--- src/rtl/wake_timer_pkg.sv ---
package wake_timer_pkg;

    // Count machine: stopped or counting strobes
    typedef enum logic {
        CS_OFF,
        CS_RUN
    } cnt_state_e;

    // Flag machine: sticky event flag
    typedef enum logic {
        FS_CLEAR,
        FS_SET
    } flag_state_e;

endpackage

--- src/rtl/wake_tick_sel.sv ---
module wake_tick_sel (
    input  logic tick_slow_i,
    input  logic tick_fast_i,
    input  logic src_fast_i,
    output logic tick_o
);

    // Only the strobe of the chosen time base reaches the counter
    always_comb begin
        tick_o = src_fast_i ? tick_fast_i : tick_slow_i;
    end

endmodule

--- src/rtl/wake_term_dec.sv ---
module wake_term_dec #(
    parameter int SEL_W          = 3,
    parameter int SLOW_MIN_LOG2  = 3,
    parameter int SLOW_STEP_BASE = 3,
    parameter int FAST_MIN_LOG2  = 8,
    parameter int FAST_STEP_BASE = 8,
    parameter int CNT_W          = 15
) (
    input  logic [SEL_W-1:0] sel_i,
    input  logic             src_fast_i,
    output logic [CNT_W-1:0] term_o
);

    // Code 1 is the short first step; from code 2 upward the
    // length doubles per code, offset by a per-source base.
    int unsigned lg;

    always_comb begin
        if (sel_i == SEL_W'(1)) begin
            lg = src_fast_i ? FAST_MIN_LOG2 : SLOW_MIN_LOG2;
        end else begin
            lg = 32'(sel_i) + (src_fast_i ? FAST_STEP_BASE : SLOW_STEP_BASE);
        end
        term_o = CNT_W'((64'd1 << lg) - 64'd1);
    end

endmodule

--- src/rtl/wake_counter.sv ---
module wake_counter
    import wake_timer_pkg::*;
#(
    parameter int SEL_W = 3,
    parameter int CNT_W = 15
) (
    input  logic             clk,
    input  logic             rst_n,
    input  logic             tick_i,
    input  logic [SEL_W-1:0] sel_i,
    input  logic             src_i,
    input  logic [CNT_W-1:0] term_i,
    output logic [SEL_W-1:0] sel_q_o,
    output logic             src_q_o,
    output logic [CNT_W-1:0] cnt_o,
    output logic             hit_o,
    output logic             chg_o,
    output cnt_state_e       state_o
);

    cnt_state_e       state_q, state_d;
    logic [SEL_W-1:0] sel_q;
    logic             src_q;
    logic [CNT_W-1:0] cnt_q;
    logic             chg;

    assign chg = (sel_i != sel_q) || (src_i != src_q);

    // Next-state logic: start, stop, retune, wrap
    always_comb begin
        state_d = state_q;
        unique case (state_q)
            CS_OFF: if (chg && sel_i != '0) state_d = CS_RUN;   // start
            CS_RUN: if (chg && sel_i == '0) state_d = CS_OFF;   // stop
            default: state_d = CS_OFF;
        endcase
    end

    // State register
    always_ff @(posedge clk or negedge rst_n) begin
        if (!rst_n) begin
            state_q <= CS_OFF;
        end else begin
            state_q <= state_d;
        end
    end

    // Outputs of the count machine
    always_comb begin
        hit_o = (state_q == CS_RUN) && !chg && tick_i && (cnt_q == term_i);
        chg_o   = chg;
        state_o = state_q;
        sel_q_o = sel_q;
        src_q_o = src_q;
        cnt_o   = cnt_q;
    end

    // Configuration capture and strobe count
    always_ff @(posedge clk or negedge rst_n) begin
        if (!rst_n) begin
            sel_q <= '0;
            src_q <= 1'b0;
            cnt_q <= '0;
        end else begin
            sel_q <= sel_i;
            src_q <= src_i;
            if (chg || state_q == CS_OFF) begin
                cnt_q <= '0;                      // retune or stopped
            end else if (hit_o) begin
                cnt_q <= '0;                      // wrap
            end else if (tick_i) begin
                cnt_q <= cnt_q + CNT_W'(1);
            end
        end
    end

endmodule

--- src/rtl/wake_flag.sv ---
module wake_flag
    import wake_timer_pkg::*;
(
    input  logic        clk,
    input  logic        rst_n,
    input  logic        hit_i,
    input  logic        ack_i,
    input  logic        irq_en_i,
    output logic        flag_o,
    output logic        irq_o,
    output flag_state_e state_o
);

    flag_state_e state_q, state_d;

    // raise on a terminal strobe; release on ack unless an event collides
    always_comb begin
        state_d = state_q;
        unique case (state_q)
            FS_CLEAR: if (hit_i) state_d = FS_SET;
            FS_SET:   if (ack_i && !hit_i) state_d = FS_CLEAR;
            default:  state_d = FS_CLEAR;
        endcase
    end

    always_ff @(posedge clk or negedge rst_n) begin
        if (!rst_n) begin
            state_q <= FS_CLEAR;
        end else begin
            state_q <= state_d;
        end
    end

    always_comb begin
        flag_o  = (state_q == FS_SET);
        irq_o   = (state_q == FS_SET) && irq_en_i;
        state_o = state_q;
    end

endmodule

--- src/rtl/wake_timer.sv ---
module wake_timer
    import wake_timer_pkg::*;
#(
    parameter int SEL_W          = 3,
    parameter int SLOW_MIN_LOG2  = 3,
    parameter int SLOW_STEP_BASE = 3,
    parameter int FAST_MIN_LOG2  = 8,
    parameter int FAST_STEP_BASE = 8
) (
    input  logic             clk,
    input  logic             rst_n,
    input  logic             tick_slow_i,
    input  logic             tick_fast_i,
    input  logic             src_fast_i,
    input  logic [SEL_W-1:0] period_sel_i,
    input  logic             ack_i,
    input  logic             irq_en_i,
    output logic             flag_o,
    output logic             irq_o
);

    localparam int MAX_CODE = (1 << SEL_W) - 1;
    localparam int MAX_LOG2 = (FAST_STEP_BASE > SLOW_STEP_BASE ? FAST_STEP_BASE : SLOW_STEP_BASE) + MAX_CODE;
    localparam int CNT_W    = MAX_LOG2;

    logic             tick_sel;
    logic [SEL_W-1:0] sel_q;
    logic             src_q;
    logic [CNT_W-1:0] term;
    logic [CNT_W-1:0] cnt_q;
    logic             hit;
    logic             sel_chg;
    cnt_state_e       cnt_state;
    flag_state_e      flag_state;

    wake_tick_sel u_tick_sel (
        .tick_slow_i (tick_slow_i),
        .tick_fast_i (tick_fast_i),
        .src_fast_i  (src_fast_i),
        .tick_o      (tick_sel)
    );

    wake_term_dec #(
        .SEL_W          (SEL_W),
        .SLOW_MIN_LOG2  (SLOW_MIN_LOG2),
        .SLOW_STEP_BASE (SLOW_STEP_BASE),
        .FAST_MIN_LOG2  (FAST_MIN_LOG2),
        .FAST_STEP_BASE (FAST_STEP_BASE),
        .CNT_W          (CNT_W)
    ) u_term_dec (
        .sel_i      (sel_q),
        .src_fast_i (src_q),
        .term_o     (term)
    );

    wake_counter #(
        .SEL_W (SEL_W),
        .CNT_W (CNT_W)
    ) u_counter (
        .clk     (clk),
        .rst_n   (rst_n),
        .tick_i  (tick_sel),
        .sel_i   (period_sel_i),
        .src_i   (src_fast_i),
        .term_i  (term),
        .sel_q_o (sel_q),
        .src_q_o (src_q),
        .cnt_o   (cnt_q),
        .hit_o   (hit),
        .chg_o   (sel_chg),
        .state_o (cnt_state)
    );

    wake_flag u_flag (
        .clk      (clk),
        .rst_n    (rst_n),
        .hit_i    (hit),
        .ack_i    (ack_i),
        .irq_en_i (irq_en_i),
        .flag_o   (flag_o),
        .irq_o    (irq_o),
        .state_o  (flag_state)
    );

endmodule

--- config.mk ---
export PLATFORM = sky130hd
export DESIGN_NAME = wake_timer
export DESIGN_NICKNAME = d
export VERILOG_FILES = /design/src/rtl/wake_timer_pkg.sv /design/src/rtl/wake_tick_sel.sv /design/src/rtl/wake_term_dec.sv /design/src/rtl/wake_counter.sv /design/src/rtl/wake_flag.sv /design/src/rtl/wake_timer.sv
export SDC_FILE = /design/constraint.sdc
export NUM_CORES = 1
export LEC_CHECK = 0
export ABC_AREA = 1
export BUFFER_PORTS_ARGS = -buffer_cell sky130_fd_sc_hd__buf_2
export CORE_MARGIN = 2
export CORE_UTILIZATION = 40
export CTS_BUF_LIST = sky130_fd_sc_hd__clkbuf_4
export DETAILED_ROUTE_END_ITERATION = 10
export MAX_ROUTING_LAYER = met4
export SYNTH_ARGS = -nofsm -noshare
export SYNTH_HDL_FRONTEND = slang
export SYNTH_SLANG_ARGS = --single-unit
export TNS_END_PERCENT = 20
--- constraint.sdc ---
create_clock -name clk -period 3.92 [get_ports clk]
set_clock_uncertainty 0.15 [all_clocks]
set_input_delay 0.392 -clock clk [delete_from_list [all_inputs] [get_ports clk]]
set_output_delay 0.392 -clock clk [all_outputs]
set_load 0.03 [all_outputs]
**Yosys cells after proc, flatten, opt, wreduce, memory -nomap -nowiden**

Index checks and enable logic that the tools add are counted.

- Bits in registers: 21
- Memory bits (read-only): 0
- Latch bits: 0
- Input port bits: 10
- Output and inout bits: 2
- Logic and storage cells: 41
- Bits in writable memories: 0
- Memories kept: 0

- Divide/modulo/power cells: 0
- $mul: 0
- $lt $le $gt $ge: 0
- Multiplexer cells: 12
- Eq/ne operators: 4
- Bitwise gates (word level): 2
- Add/subtract/negate cells: 3
- Reduce and logical (&&, ||, !) cells: 14
- Shift-type cells: 1

Operator list:

| operator | count |
|---|---|
| $mux W15 | 3 |
| $add A3 B32 Y32 | 1 |
| $mux W32 | 1 |
| $shl A1 B32 Y15 const A | 1 |
| $add A15 B1 Y15 const B | 1 |
| $eq A15 B15 Y1 | 1 |
| $sub A15 B1 Y15 const B | 1 |
| $logic_and A1 B1 Y1 | 7 |
| $reduce_bool A3 Y1 | 2 |
| $mux W1 | 5 |
| $mux W4 | 1 |
| $pmux W1 S2 | 2 |
| $eq A3 B1 Y1 const B | 1 |
| $logic_not A3 Y1 | 1 |
| $ne A3 B3 Y1 | 1 |
| $logic_not A1 Y1 | 2 |
| $logic_or A1 B1 Y1 | 2 |
| $not A1 Y1 | 2 |
| $ne A1 B1 Y1 | 1 |

**Depth between registers and ports, before layout**

Gate-level depths: netlist of run 1.

- Depth after elaboration: 11
- Depth in mapped cells: 24
- Mapped depth without buffers: 22

**Hierarchy**

A second synthesis of run 1 with hierarchy kept.

- Cell total of the unflattened synthesis: 375
- Area, all modules: 2333.5 µm²

Modules (own cells, without submodules):

| module | area an instance (µm²) | instances | cells an instance | sequential area each (µm²) |
|---|---|---|---|---|
| wake_counter | 1570.3 | 1 | 236 | 500.5 |
| wake_term_dec | 693.2 | 1 | 127 | 0.0 |
| wake_flag | 55.1 | 1 | 8 | 25.0 |
| wake_tick_sel | 15.0 | 1 | 4 | 0.0 |

**Worst setup path after synthesis of run 1**

OpenSTA, ideal clock, no wires.

- Path type: register to register
- Start: register u_counter.src_q, in the netlist u_counter.src_q_o
- End: register u_counter.cnt_q[10], in the netlist u_counter.cnt_o[10]
- Arrival: 3007 ps
- Library setup time: 117 ps
- Path slack: 647 ps
- Cell stages (with the launch flop): 22
- Period minus slack after synthesis: 3273 ps
- Required time: 3653 ps
- Path buffers: 2
- Path through: dfrtp_1 -> inv_2 -> ha_1 -> inv_1 -> fa_1 -> nand3_1 -> nand2_1 -> nand2_1 -> inv_1 -> nand2_1 -> ha_1 -> clkbuf_1 -> nand3_1 -> nand2_1 -> nand2_1 -> nand2_1 -> nand3_1 -> nor2_1 -> nand3_2 -> buf_4 -> nand2_1 -> nand2_1

- Word-level cells in the longest chain between the ends: 9
- Elaborated cells on any way between the ends: 16
- Classes of those cells: add/sub: 2; eq/ne: 2; shift: 1; mux: 4; reduce/logical: 7

RTL lines:

| element | RTL line | source |
|---|---|---|
| from (decl) | wake_counter.sv:23 | `logic src_q;` |
| from (signal assigned) | wake_counter.sv:66 | `src_q <= src_i;` |
| $mux W4 | wake_term_dec.sv:20, wake_term_dec.sv:22 |  |
| $add A3 B32 Y32 | wake_term_dec.sv:22 | `lg = 32'(sel_i) + (src_fast_i ? FAST_STEP_BASE : SLOW_STEP_BASE);` |
| $mux W32 | wake_term_dec.sv:19 | `if (sel_i == SEL_W'(1)) begin` |
| $shl A1 B32 Y15 | wake_term_dec.sv:24 | `term_o = CNT_W'((64'd1 << lg) - 64'd1);` |
| $sub A15 B1 Y15 | wake_term_dec.sv:24 |  |
| $eq A15 B15 Y1 | wake_counter.sv:50 | `hit_o = (state_q == CS_RUN) && !chg && tick_i && (cnt_q == term_i);` |
| $logic_and A1 B1 Y1 | wake_counter.sv:50 |  |
| $mux W15 | wake_counter.sv:69 | `end else if (hit_o) begin` |
| $mux W15 | wake_counter.sv:67 | `if (chg \|\| state_q == CS_OFF) begin` |
| to (signal assigned) | wake_counter.sv:72 | `cnt_q <= cnt_q + CNT_W'(1);` |
| to (decl) | wake_counter.sv:24 | `logic [CNT_W-1:0] cnt_q;` |

Several ways; a longest one is shown, not always the timed one.
A chain may end at the register's enable or synchronous reset.

**Final worst setup path of run 1**

- Start: register u_counter.src_q, in the netlist u_counter.src_q_o
- End: register u_counter.cnt_q[12], in the netlist u_counter.cnt_o[12]

The elaborated chain is that of the path after synthesis.

==> impl_results.md, run 1 <==
- Clk root buf: clkbuf_4
- GRT Residual Overflow: 0
- Setup tns final: 0 ns
- Placed standard-cell area: 2220 µm²
- DR DRC count: 0
- CP bufs+invs: 3
- Starting DRT DRC Count: 123
- Largest net degree at the start of global routing: 22
- First-pass DRT Iterations: 5
- Yosys warnings: 0
- Post-synthesis cell type count: 33
- Total of max-cap violations: 0
- Crit path kind: flop to flop
- Leakage power: 1.16 nW
- Synthesized instance count: 343
- #FFs+latches synth: 21
- CP arrival: 3.55 ns
- Setup violators final: 0
- R2r startpoint: u_counter.src_q_o$_DFF_PN0_
- Reg clk slew, reported paths: 0.11 ns
- Num CTS Buffers: 3
- Tcrit/Tclk final: 89.1%
- Die area: 5960 µm²
- Global-route wire length before repair: 8660 µm
- Commonest non-fill, non-tap cells in the layout: nand2_1 (118), nand3_1 (40), inv_1 (35), nor2_1 (29), dfrtp_1 (21)
- Crit path depth: 17
- Crit path top cell by count: nand2_1
- Die Wd: 77.2 µm
- Maximum vdd drop: 143 µV
- Total clock sinks: 21
- All-Layer GR Usage: 18.2%
- Pins over their slew limit: 0
- Min Tclk post-route: 3.49 ns
- CTS tree: done
- Rows: 26
- Worst Tran Pin Value: 0.946 ns
- Initial antenna violation count: 0
- Worst setup SP type: flop
- Inst Count DP: 417
- Relative max-transition margin: 36.7%
- Layout cells sized above 1: 13.1%
- Worst-Skew Late Latency: 0.31 ns
- ANT cells: 0
- CP max stage delay: 0.48 ns
- Most common cell after layout, fill and taps aside: nand2_1
- Starting Density: 41.7%
- H-tree lvl count: 1
- Final total power: 533 µW
- R2r worst-path depth: 17
- Vias in the first global route: 1856
- Worst hold stages: 1
- RSZ-0062 raised after global routing: false
- Nets: 368
- Core area: 5140 µm²
- CP max FO: 15
- Worst-path cell chain: inv_2 -> ha_1 -> inv_1 -> fa_1 -> nand2_2 -> nand3_4 -> nand2_1 -> inv_1 -> nand2_1 -> ha_2 -> nand4_1 -> o21ai_0 -> nand3_1 -> nor2_1 -> nand3_4 -> nand2_1 -> nand2_1
- Antenna Nets Post-Route: 0
- Worst setup EP type: flop
- Sequential area share after synthesis: 24.5%
- Outcome: finished clean
- DR WL/cell: 11.8 µm
- Fin cells: 422
- Pwr/cell area: 235 nW/µm²
- Data required time of the worst path: 3.98 ns
- Crit-path slowest cell: dfrtp_1
- Syn_area_per_cell: 6.25 µm²
- Crit path launch: u_counter.src_q_o$_DFF_PN0_
- Top-level port count: 12
- Max Clk Rate: 0.286 GHz
- Syn Nets: 358
- GPL Wtd Cong: 0.843
- Area delta synth->final: 6.19%
- Hpwl dp: 3910 µm
- Hold Vio Cnt, Final: 0
- Port Buffers: 11
- Worst Hold Class: primary input to flop
- Die height: 77.2 µm
- HP Start: period_sel_i[0]
- Final wirelength: 4980 µm
- Finished layout cell area: 2270 µm²
- Clk buf depth: 2
- Post-DR vias/cell: 4.98
- Routed via count: 2100
- Synthesized area: 2140 µm²
- Delay-heaviest family, CP: simple AND/OR/NAND/NOR gates
Yosys cell counts:
cell type	instances	area share, %
nand4_2	1	0.58
nor2_4	4	2.1
nand2_2	7	2.0
nor2_1	29	5.1
clkbuf_1	2	0.35
nor2_2	6	1.8
ha_1	4	2.3
inv_1	35	6.1
o21ai_1	1	0.23
o21ai_0	8	1.9
nand3b_1	1	0.35
xnor2_1	4	1.6
a21oi_1	5	1.2
dfrtp_1	21	25
nand3_2	2	0.93
or2_2	1	0.29
nand3_4	1	0.82
clkinv_1	1	0.18
a211oi_1	1	0.35
nand2_4	1	0.53
mux2i_1	1	0.47
nor3b_1	4	1.4
buf_4	1	0.35
inv_2	7	1.2
nor4_1	3	0.88
nand3_1	40	9.3
xor2_1	10	4.1
a31oi_1	2	0.58
buf_6	4	2.1
nor3_1	5	1.2
nand4_1	12	3.5
nand2_1	118	21
fa_1	1	0.93
final timing paths:
| kind | endpoint | slack [ns] |
|---|---|---|
| worst max-delay path | u_counter.cnt_o[12]$_DFFE_PN0P_ | 0.43 |
| worst min-delay path | u_counter.sel_q_o[0]$_DFF_PN0_ | 0.08 |
| worst max register to register | u_counter.cnt_o[12]$_DFFE_PN0P_ | 0.43 |
| worst min register to register | u_flag.flag_o$_DFF_PN0_ | 0.37 |
| max in group asynchronous | u_counter.cnt_o[10]$_DFFE_PN0P_ | 2.87 |
| min in group asynchronous | u_counter.cnt_o[8]$_DFFE_PN0P_ | 0.42 |
registers in the layout (all words and copies together) (netlist names), named ones only:
signal	flops
u_counter.cnt_o	15
u_counter.sel_q_o	3
u_flag.flag_o	1
u_counter.src_q_o	1
timing repair:
action	in CTS	in global routing
setup buffers	0	0
resized for setup	0	2
endpoints found under the setup margin	0	15
hold buffers	1	0
endpoints found under the hold margin	21	0
logic make-up after synthesis:
family                   share of synthesized area, %
multiplexers                                    0.467
buffers and inverters                            10.3
AND/OR/NAND/NOR                                  51.5
flip-flops                                       24.5
XOR/XNOR                                         5.72
adder cells (fa/ha/maj)                          3.27
AO/OA/AOI/OAI                                    4.21
routing by layer:
metal | share of wire [%] | GRT usage (%) | vias up
met5 | 0 | - | -
met4 | 0.96 | 4.29 | 0
met3 | 1.3 | 1.41 | 5
met2 | 45 | 27.7 | 16
met1 | 53 | 26.4 | 960
li1 | - | - | 1119
report_power, final:
| group | internal (mW) | switching [mW] | total [mW] | leakage [nW] |
|---|---|---|---|---|
| Combinational | 0.0651 | 0.130 | 0.195 | 0.863 |
| Sequential | 0.220 | 0.00587 | 0.226 | 0.280 |
| Clock | 0.0466 | 0.0659 | 0.112 | 0.0184 |
layout make-up:
cell class	instances	area [µm²]
Tap cell	70	87.6
Timing Repair Buffer	12	65.1
Inverter	43	161
Multi-Input combinational cell	272	1410
Fill cell	589	2870
Clock buffer	4	30.0
Sequential cell	21	526
per-stage QoR:
stage	utilization (%)	setup WS, ns	hold slack, ns
after floorplan	-	0.647	-0.0536
after CTS	44.1	0.237	0.0624
after detailed placement	43.3	0.234	0.235
after global routing	44.3	0.0291	0.0592
after global placement	43.3	0.319	0.234
final	44.3	0.427	0.0772
Power figures use the tool's default switching activity.
==> run 2: changes to the inputs <==
- RECOVER_POWER: default -> 50
- SLEW_MARGIN: default -> 5
==> run 2 against run 1 <==
Against the previous run:
- setup slack hardly changed
- global-route usage stayed put
- sequential power hardly changed
- sequential share of layout area is 0.064 points higher
- clock-buffer cell count stayed put
- clock power hardly changed
- critical path depth stayed put
- combinational power hardly changed
- cell count stayed put
- power hardly changed
- die area stayed put
- critical path type unchanged
==> impl_results.md, run 2 (synthesis results as in run 1) <==
- Worst setup EP type: flop (unchanged)
- Core area: 5140 µm² (unchanged)
- GPL Wtd Cong: 0.843 (unchanged)
- ANT cells: 0 (unchanged)
- Crit path top cell by count: nand2_1 (unchanged)
- Starting Density: 41.7% (unchanged)
- DR DRC count: 0 (unchanged)
- R2R setup slack: 0.43 ns (about the same)
- Setup Fix Bufs, Post-CTS: 0 (unchanged)
- Routed via count: 2098 (was 2100)
- Worst setup SP type: flop (unchanged)
- Rows: 26 (unchanged)
- Max Clk Rate: 0.286 GHz (about the same)
- Initial antenna violation count: 0 (unchanged)
- Maximum vdd drop: 143 µV (about the same)
- Final wirelength: 4980 µm (about the same)
- Clk buf depth: 2 (unchanged)
- Layout cells sized above 1: 11.6% (was 13.1%)
- Post-DR vias/cell: 4.97 (was 4.98)
- Final total power: 533 µW (about the same)
- H-tree lvl count: 1 (unchanged)
- RSZ-0062 raised after global routing: false (unchanged)
- Inst Count DP: 417 (unchanged)
- Nets: 368 (unchanged)
- FILL cells: 592 (was 589)
- GRT Residual Overflow: 0 (unchanged)
- CP arrival: 3.55 ns (about the same)
- Commonest non-fill, non-tap cells in the layout: nand2_1 (118), nand3_1 (40), inv_1 (35), nor2_1 (29), dfrtp_1 (21) (unchanged)
- All-Layer GR Usage: 18.2% (unchanged)
- Comb pwr share: 36.6% (about the same)
- Part of the power in the clock network: 21.1% (about the same)
- Global-route wire length before repair: 8660 µm (unchanged)
- Setup violators final: 0 (unchanged)
- Switch share: 38.0% (was 37.9%)
- Vias in the first global route: 1856 (unchanged)
- Total clock sinks: 21 (unchanged)
- Port Buffers: 11 (unchanged)
- Crit path launch: u_counter.src_q_o$_DFF_PN0_ (unchanged)
- Min Tclk post-route: 3.49 ns (about the same)
- Die area: 5960 µm² (unchanged)
- Total of max-cap violations: 0 (unchanged)
- Die height: 77.2 µm (unchanged)
- Max FFs per register: 15 (unchanged)
- Area delta synth->final: 5.90% (was 6.19%)
- Pint: 331 µW (about the same)
- CP max stage delay: 0.48 ns (about the same)
- Reg clk slew, reported paths: 0.11 ns (about the same)
- Flop pwr share: 42.3% (about the same)
- Pins over their slew limit: 0 (unchanged)
- R2r worst-path depth: 17 (unchanged)
- Reg-to-reg endpoint: u_counter.cnt_o[12]$_DFFE_PN0P_ (unchanged)
- Die Wd: 77.2 µm (unchanged)
- Num CTS Buffers: 3 (unchanged)
- Starting DRT DRC Count: 122 (was 123)
- Hold Vio Cnt, Final: 0 (unchanged)
- Most common cell after layout, fill and taps aside: nand2_1 (unchanged)
- Outcome: finished clean (unchanged)
- Antenna Nets Post-Route: 0 (unchanged)
- Finished layout cell area: 2270 µm² (about the same)
- Tcrit/Tclk final: 89.1% (about the same)
- Worst Hold Class: primary input to flop (unchanged)
- CTS tree: done (unchanged)
- Clk root buf: clkbuf_4 (unchanged)
- Top-level port count: 12 (unchanged)
- CP max FO: 15 (unchanged)
- Hpwl dp: 3910 µm (unchanged)
- Placed standard-cell area: 2220 µm² (unchanged)
- Worst-path cell chain: inv_2 -> ha_1 -> inv_1 -> fa_1 -> nand2_2 -> nand3_4 -> nand2_1 -> inv_1 -> nand2_1 -> ha_2 -> nand4_1 -> o21ai_0 -> nand3_1 -> nor2_1 -> nand3_4 -> nand2_1 -> nand2_1 (unchanged)
- Worst-Skew Late Latency: 0.31 ns (about the same)
- Pwr/cell area: 235 nW/µm² (about the same)
- Relative max-transition margin: 22.4% (was 36.7%)
- Crit path kind: flop to flop (unchanged)
- HP Start: period_sel_i[0] (unchanged)
- Data required time of the worst path: 3.98 ns (about the same)
- First-pass DRT Iterations: 4 (was 5)
- Switching Power: 202 µW (about the same)
- Leakage power: 1.15 nW (was 1.16 nW)
- DR WL/cell: 11.8 µm (about the same)
- R2r startpoint: u_counter.src_q_o$_DFF_PN0_ (unchanged)
- Largest net degree at the start of global routing: 22 (unchanged)
- Critical Path Sink: u_counter.cnt_o[12]$_DFFE_PN0P_ (unchanged)
- Setup tns final: 0 ns (unchanged)
- Worst Tran Pin Value: 1.16 ns (was 0.946 ns)
- Crit-path slowest cell: dfrtp_1 (unchanged)
- Hold WS: 0.0877 ns (was 0.0772 ns)
- Fin cells: 422 (unchanged)
## run 2: cell types whose count changed in the layout (fill, tap and decap cells not counted)
cell	before	now
clkbuf_1	0	5
buf_2	11	6
## run 2: power by group through the flow
stage	Sequential, mW	Combinational, mW	Clock, mW
global placement	0.230	0.190	0
finish	0.226	0.195	0.113
floorplan	0.227	0.157	0
CTS	0.226	0.192	0.120
detailed placement	0.230	0.191	0
global route	0.226	0.222	0.128
## run 2: metal layers
layer	part of all wire, %	vias to the layer above	track usage, %
met5	0	-	-
met4	0.96	0	4.29
met3	1.3	5	1.41
met2	44	17	27.7
met1	53	959	26.4
li1	-	1117	-
## run 2: worst min-delay path by stage
stage,end,slack (ns),depth (start not counted)
floorplan,asynchronous set/reset pin,-0.05,0
global placement,u_counter.cnt_o[12]$_DFFE_PN0P_,0.23,1
detailed placement,u_counter.cnt_o[12]$_DFFE_PN0P_,0.23,1
CTS,u_counter.sel_q_o[0]$_DFF_PN0_,0.06,1
global route,u_counter.sel_q_o[0]$_DFF_PN0_,0.07,1
finish,u_counter.sel_q_o[0]$_DFF_PN0_,0.09,1
## run 2: stage by stage
step | worst slack [ns] | util, %
4_1_cts | 0.237 | 44.1
6_report | 0.427 | 44.1
3_3_place_gp | 0.319 | 43.3
5_1_grt | 0.0291 | 44.1
2_1_floorplan | 0.647 | -
3_5_place_dp | 0.234 | 43.3
## run 2: layout make-up
cell class              instances  area (µm²)  area share (%)
multi-input cells             272        1410            61.9
flip-flops and latches         21         526            23.2
well taps                      70        87.6            3.86
repair buffers                 12        58.8            2.59
inverters                      43         161            7.12
clock buffers                   4        30.0            1.32
## run 2: what timing repair did
| action | CTS | global route |
|---|---|---|
| resized for setup | 0 | 2 |
| endpoints found under the setup margin | 0 | 15 |
| hold buffers | 1 | 0 |
| endpoints found under the hold margin | 21 | 0 |
## run 2: worst max-delay path: cells and delay by family, from the launching register on
kind,cells,cell delay (ns)
compound gates,1,0.21
simple gates,10,1.39
flops,1,0.48
buf+inv,3,0.28
fa+ha+maj,3,0.88
